--- config.mk ---
export PLATFORM = sky130hd
export DESIGN_NAME = rst_merge_ctrl
export DESIGN_NICKNAME = d
export VERILOG_FILES = /design/src/rtl/rmc_pkg.sv /design/src/rtl/rmc_sync.sv /design/src/rtl/rmc_stretch.sv /design/src/rtl/rmc_regs.sv /design/src/rtl/rst_merge_ctrl.sv
export SDC_FILE = /design/constraint.sdc
export NUM_CORES = 1
export LEC_CHECK = 0
export ABC_CLOCK_PERIOD_IN_PS = 4200
export BUFFER_PORTS_ARGS = -buffer_cell sky130_fd_sc_hd__buf_4
export CORE_ASPECT_RATIO = 1.1
export CORE_UTILIZATION = 30
export CTS_CLUSTER_DIAMETER = 200
export CTS_CLUSTER_SIZE = 40
export DETAILED_ROUTE_END_ITERATION = 8
export REMOVE_ABC_BUFFERS = 1
export SKIP_CTS_REPAIR_TIMING = 1
export SYNTH_ARGS = -nofsm -noshare
export SYNTH_HDL_FRONTEND = slang
export SYNTH_SLANG_ARGS = --single-unit
--- constraint.sdc ---
create_clock -name clk -period 4.2 [get_ports clk]
set_input_delay 0.63 -clock clk [delete_from_list [all_inputs] [get_ports clk]]
set_output_delay 0.63 -clock clk [all_outputs]
set_load 0.1 [all_outputs]
--- src/rtl/rmc_pkg.sv ---
// Shared definitions for the reset controller: source indices and the
// per-source domain masks. Assumes the cause register is one bit per source.
package rmc_pkg;

    localparam int NUM_SRC = 8;

    typedef enum logic [2:0] {
        SRC_POR      = 3'd0,
        SRC_EXT      = 3'd1,
        SRC_WDOG_POR = 3'd2,
        SRC_WDOG_SYS = 3'd3,
        SRC_HIB_POR  = 3'd4,
        SRC_HIB_SYS  = 3'd5,
        SRC_SRV      = 3'd6,
        SRC_MOSC     = 3'd7
    } src_e;

    typedef struct packed {
        logic core;
        logic pincfg;
        logic periph;
    } dom_mask_t;

    // Domain mask per source; every non-power-on source hits core, pins, peripherals.
    function automatic dom_mask_t src_mask(input int idx);
        dom_mask_t m;
        m.core   = 1'b1;
        m.pincfg = 1'b1;
        m.periph = 1'b1;
        if (idx < 0 || idx >= NUM_SRC) m = '0;
        return m;
    endfunction

endpackage

--- src/rtl/rmc_sync.sv ---
// Two-flop synchroniser bank for asynchronous reset requests.
// Assumes requests are active high. Cleared by power-on reset.
module rmc_sync #(
    parameter int W = 7
) (
    input  logic         clk,
    input  logic         por_n,
    input  logic [W-1:0] d,
    output logic [W-1:0] q
);
    logic [W-1:0] meta_q;

    // Two-stage capture of the raw request lines.
    always_ff @(posedge clk) begin
        if (!por_n) begin
            meta_q <= '0;
            q      <= '0;
        end else begin
            meta_q <= d;
            q      <= meta_q;
        end
    end
endmodule

--- src/rtl/rmc_stretch.sv ---
// Reset stretcher: drives rst_n_o low while req is high and for HOLD more
// edges after it falls. Assumes req is already synchronous to clk.
module rmc_stretch #(
    parameter int HOLD = 16
) (
    input  logic clk,
    input  logic por_n,
    input  logic req,
    output logic rst_n_o
);
    localparam int CW = $clog2(HOLD + 1);

    logic [CW-1:0] cnt_q;

    // Reload on request, count down once quiet, release at zero.
    always_ff @(posedge clk) begin
        if (!por_n) begin
            cnt_q   <= CW'(HOLD);
            rst_n_o <= 1'b0;
        end else if (req) begin
            cnt_q   <= CW'(HOLD);
            rst_n_o <= 1'b0;
        end else if (cnt_q != '0) begin
            cnt_q   <= cnt_q - 1'b1;
            rst_n_o <= 1'b0;
        end else begin
            rst_n_o <= 1'b1;
        end
    end
endmodule

--- src/rtl/rmc_regs.sv ---
// Register file: sticky cause register (write-0-to-clear, set on source rise)
// and the software peripheral reset register. Only power-on reset clears them.
module rmc_regs #(
    parameter int          NP         = 4,
    parameter int          AW         = 12,
    parameter int          NS         = 8,
    parameter logic [AW-1:0] CAUSE_ADDR = 12'h05C,
    parameter logic [AW-1:0] SWRST_ADDR = 12'h500
) (
    input  logic          clk,
    input  logic          por_n,
    input  logic          bus_sel,
    input  logic          bus_wr,
    input  logic [AW-1:0] bus_addr,
    input  logic [31:0]   bus_wdata,
    input  logic [NS-1:0] src_rise,
    output logic [31:0]   bus_rdata,
    output logic [NS-1:0] cause_q,
    output logic [NP-1:0] sw_rst_q,
    output logic          cause_wr
);
    logic sw_wr;

    assign cause_wr = bus_sel && bus_wr && (bus_addr == CAUSE_ADDR);
    assign sw_wr    = bus_sel && bus_wr && (bus_addr == SWRST_ADDR);

    // Cause bits: new events set, zero writes clear, set wins.
    always_ff @(posedge clk) begin
        if (!por_n) begin
            cause_q <= NS'(1);
        end else begin
            cause_q <= (cause_wr ? (cause_q & bus_wdata[NS-1:0]) : cause_q) | src_rise;
        end
    end

    // Software peripheral reset bits, plain read/write.
    always_ff @(posedge clk) begin
        if (!por_n)     sw_rst_q <= '0;
        else if (sw_wr) sw_rst_q <= bus_wdata[NP-1:0];
    end

    // Read mux.
    always_comb begin
        bus_rdata = '0;
        if (bus_sel && !bus_wr) begin
            if (bus_addr == CAUSE_ADDR)      bus_rdata[NS-1:0] = cause_q;
            else if (bus_addr == SWRST_ADDR) bus_rdata[NP-1:0] = sw_rst_q;
        end
    end
endmodule

--- src/rtl/rst_merge_ctrl.sv ---
// Top of the reset controller. Synchronises hardware requests, applies the
// per-source domain masks, stretches each domain reset and keeps the cause
// register. por_n is the synchronous active-low reset of this block itself.
module rst_merge_ctrl #(
    parameter int              NUM_PERIPH  = 4,
    parameter int              HOLD_CYCLES = 16,
    parameter int              ADDR_W      = 12,
    parameter logic [ADDR_W-1:0] CAUSE_ADDR  = 12'h05C,
    parameter logic [ADDR_W-1:0] SWRST_ADDR  = 12'h500
) (
    input  logic                  clk,
    input  logic                  por_n,
    input  logic                  ext_rst_n,
    input  logic                  wdog_por_req,
    input  logic                  wdog_sys_req,
    input  logic                  hib_por_req,
    input  logic                  hib_sys_req,
    input  logic                  srv_req,
    input  logic                  mosc_fail,
    input  logic                  bus_sel,
    input  logic                  bus_wr,
    input  logic [ADDR_W-1:0]     bus_addr,
    input  logic [31:0]           bus_wdata,
    output logic [31:0]           bus_rdata,
    output logic                  core_rst_n,
    output logic                  jtag_rst_n,
    output logic                  pincfg_rst_n,
    output logic [NUM_PERIPH-1:0] periph_rst_n
);
    import rmc_pkg::*;

    localparam int NHW = NUM_SRC - 1;

    logic [NHW-1:0]     raw_req, syn_req, syn_d;
    logic [NUM_SRC-1:0] src_rise, cause_q;
    logic [NUM_PERIPH-1:0] sw_rst_q;
    logic core_req, pin_req, per_req, cause_wr;

    // Hardware requests in cause-bit order, index 0 = cause bit 1.
    assign raw_req = {mosc_fail, srv_req, hib_sys_req, hib_por_req,
                      wdog_sys_req, wdog_por_req, ~ext_rst_n};

    rmc_sync #(.W(NHW)) u_sync (
        .clk(clk), .por_n(por_n), .d(raw_req), .q(syn_req)
    );

    // Previous synchronised value for rise detection.
    always_ff @(posedge clk) begin
        if (!por_n) syn_d <= '0;
        else        syn_d <= syn_req;
    end

    assign src_rise = {syn_req & ~syn_d, 1'b0};

    // Merge the sources into domain requests through each source's mask.
    always_comb begin
        dom_mask_t m;
        core_req = 1'b0;
        pin_req  = 1'b0;
        per_req  = 1'b0;
        for (int s = 1; s < NUM_SRC; s++) begin
            m = src_mask(s);
            core_req = core_req | (syn_req[s-1] & m.core);
            pin_req  = pin_req  | (syn_req[s-1] & m.pincfg);
            per_req  = per_req  | (syn_req[s-1] & m.periph);
        end
    end

    rmc_stretch #(.HOLD(HOLD_CYCLES)) u_core (
        .clk(clk), .por_n(por_n), .req(core_req), .rst_n_o(core_rst_n)
    );
    rmc_stretch #(.HOLD(HOLD_CYCLES)) u_pin (
        .clk(clk), .por_n(por_n), .req(pin_req), .rst_n_o(pincfg_rst_n)
    );
    rmc_stretch #(.HOLD(HOLD_CYCLES)) u_jtag (
        .clk(clk), .por_n(por_n), .req(1'b0), .rst_n_o(jtag_rst_n)
    );

    generate
        for (genvar p = 0; p < NUM_PERIPH; p++) begin : g_per
            rmc_stretch #(.HOLD(HOLD_CYCLES)) u_per (
                .clk(clk), .por_n(por_n), .req(per_req | sw_rst_q[p]),
                .rst_n_o(periph_rst_n[p])
            );
        end
    endgenerate

    rmc_regs #(
        .NP(NUM_PERIPH), .AW(ADDR_W), .NS(NUM_SRC),
        .CAUSE_ADDR(CAUSE_ADDR), .SWRST_ADDR(SWRST_ADDR)
    ) u_regs (
        .clk(clk), .por_n(por_n), .bus_sel(bus_sel), .bus_wr(bus_wr),
        .bus_addr(bus_addr), .bus_wdata(bus_wdata), .src_rise(src_rise),
        .bus_rdata(bus_rdata), .cause_q(cause_q), .sw_rst_q(sw_rst_q),
        .cause_wr(cause_wr)
    );
endmodule

==> results_dict.tcl <==
set metrics [dict create \
    powerDensity_nw_per_um2 543 \
    arrival_ps 2440 \
    drcViolationCount 0 \
    crit_type "in -> out" \
    synth_cell_types 36 \
    cts_buffers 9 \
    maxCapViolCount 0 \
    finalCritPeriodShare_pct 73.1 \
    wl_per_cell_um 10.9 \
    die-area_um2 11000 \
    overflow 0 \
    dpl-instance-area_um2 3530 \
    hpwl_mm 4.11 \
    maxSlewHeadroom_pct 18.9 \
    wirelength_mm 5.76 \
    reg2reg_from "u_sync.q[5]" \
    grt_max_degree 40 \
    yosysTopAreaCell "dfxtp_1" \
    netlist.area_leader.share_pct 47.2 \
    synth_fa_ha_area_share_pct 2.75 \
    max_clock_freq_mhz 326 \
    grt_use_total_pct 11.4 \
    post-synth-top-count-cell "dfxtp_1" \
    worst_slew_pin_slew_ps 1210 \
    port_buffers 45 \
    start_util_pct 30.7 \
    dr.pass1.iters 4 \
    place.gp.congestion 0.746 \
    yosys_warnings 0 \
    peakVddDrop_v 0.000306 \
    fin_crit_ps 3070 \
    startpoint "bus_addr[1]" \
    min_from "u_sync.meta_q[2]" \
    die_h_um 110 \
    ys.flop_type "dfxtp_1" \
    antenna_found_initial 0 \
    fp.dieW_um 100 \
    clock-root-buffer "clkbuf_16" \
    area_growth_pct 21.6 \
    core-area_um2 10300 \
    final-hold-violation-count 0 \
    vias 2328 \
    clock-sinks 75 \
    synth_common_cells "75 x dfxtp_1, 34 x nor2_1, 28 x buf_4, 21 x nor3_1, 20 x and2_1" \
    grt_pass1_wl_mm 9.71 \
    setup-violations-final 0 \
    synth_compound_area_share_pct 6.73 \
    cts_max_level 3 \
    synth.area.mux_share_pct 1.26 \
    synthSimpleGateAreaFrac_pct 26.8 \
    grt_busiest_layer "met2" \
    rsz0062_at_grt "no" \
    drive_gt1_share_pct 17.7 \
    p_total_w 0.00210 \
    required_ps 3570 \
    first_global_vias 2163 \
    met3_usage_pct 3.97 \
    clk_latency_ps 330 \
    cts.path.max_buffers 2 \
    end_kind "output port" \
    post-place-ws_ps 1140 \
    synth_top_family_by_area "simple AND/OR/NAND/NOR gates" \
    grt_util_met1_pct 12.8 \
    rows 39 \
    setup_ws_ps 1130 \
    slew_violations 0 \
    design_area_um2 3870 \
    use_met2_pct 19.8 \
    syn_area_um2 3180 \
    async_reset_ff_share_pct 0 \
    fin_setup_tns_ps 0 \
    cp-start-kind "input pin" \
    seq_area_frac_synth_pct 47.2 \
    synth_xor_area_share_pct 5.23 \
    synth-edff-count 0 \
    ys_seq_elements 75 \
    fin_nets 443 \
    utilization_pct 37.4 \
    syn_avg_cell_area_um2 9.30 \
    run_status "finished, final reports clean" \
    ios 94 \
    diodes 0 \
    drtAntennaViolNets 0 \
    clk_pin_slew_ps 60 \
    cts_tree "yes" \
    drt_iter0_drc 49 \
    path_max_fanout 4 \
    p_leak_nw 1.58 \
    fin_skew_ps 6.12 \
    synth_area_leaders "dfxtp_1 47%, buf_4 6.6%, xnor2_1 5.2%" \
    syn_inst 342 \
    hp-class "reg -> reg" \
    viasPerCell 4.41 \
]
-- worst paths after layout --
path                        endpoint  slack (ps)  depth (start not counted)
max                     bus_rdata[1]        1130                          5
min                      u_sync.q[2]         430                          1
max reg2reg  g_per[0].u_per.cnt_q[1]        2120                          3
min reg2reg              u_sync.q[2]         430                          1
-- cell type report --
cell class,count,area (µm²)
clock buffers,9,225
inverters,16,60.1
flip-flops and latches,75,1500
clock inverters,6,115
fillers,1027,6480
multi-input cells,234,1450
well taps,143,179
repair buffers,45,338
-- stage by stage --
stage                     hold WS [ps]  instances
after floorplan                    412        325
after global placement             415        513
after detailed placement           418        513
after CTS                          430        528
after global routing               443        528
final                              429        528
-- routing by layer --
metal	wire length, µm	vias up
met5	0	-
met4	70	0
met3	230	6
met2	2820	51
met1	2640	1072
li1	-	1199
-- flip-flops by register name, summed over array words and instances, names as in the netlist, 5 cells and up --
| signal | count |
|---|---|
| u_sync.meta_q | 7 |
| u_core.cnt_q | 5 |
| u_jtag.cnt_q | 5 |
| syn_d | 7 |
| u_pin.cnt_q | 5 |
| g_per.u_per.cnt_q | 20 |
| u_sync.q | 7 |
| u_regs.cause_q | 8 |
-- worst max-delay path, stage by stage --
cell and delay, ps:
buf_4 110, or4_4 580, or4_4 540, a21oi_1 240, buf_4 340
-- logic make-up (layout without fill, tap and decap cells) --
logic type	count (synthesis)	in the layout
XOR/XNOR	19	19
flip-flops	75	75
AO/OA/AOI/OAI	33	33
other	1	24
adder cells (fa/ha/maj)	7	7
AND/OR/NAND/NOR	147	147
multiplexers	4	4
buffers and inverters	56	76
-- placed cells by master, fill, tap and decap left out, types with 5 or more instances in the layout --
master / Yosys / final
a21oi_1: 11 / 11
nor2b_1: 7 / 7
nor4b_1: 7 / 7
o21ai_0: 7 / 7
clkbuf_16: 0 / 9
nor2_1: 34 / 34
dfxtp_1: 75 / 75
and2_1: 20 / 20
ha_1: 7 / 7
nor3_1: 21 / 21
inv_1: 16 / 16
nand4_1: 5 / 5
nand2_1: 18 / 18
xnor2_1: 19 / 19
buf_4: 28 / 45
conb_1: 1 / 24
nor4_1: 11 / 11
-- report_power, final --
group	internal, W	leakage [nW]	switching (W)	total (W)
combinational	0.000148	0.805	0.000243	0.000391
sequential	0.000784	0.616	0.0000543	0.000839
clock	0.000578	0.162	0.000292	0.000870
Note: power is estimated with default switching activity, not from simulation.
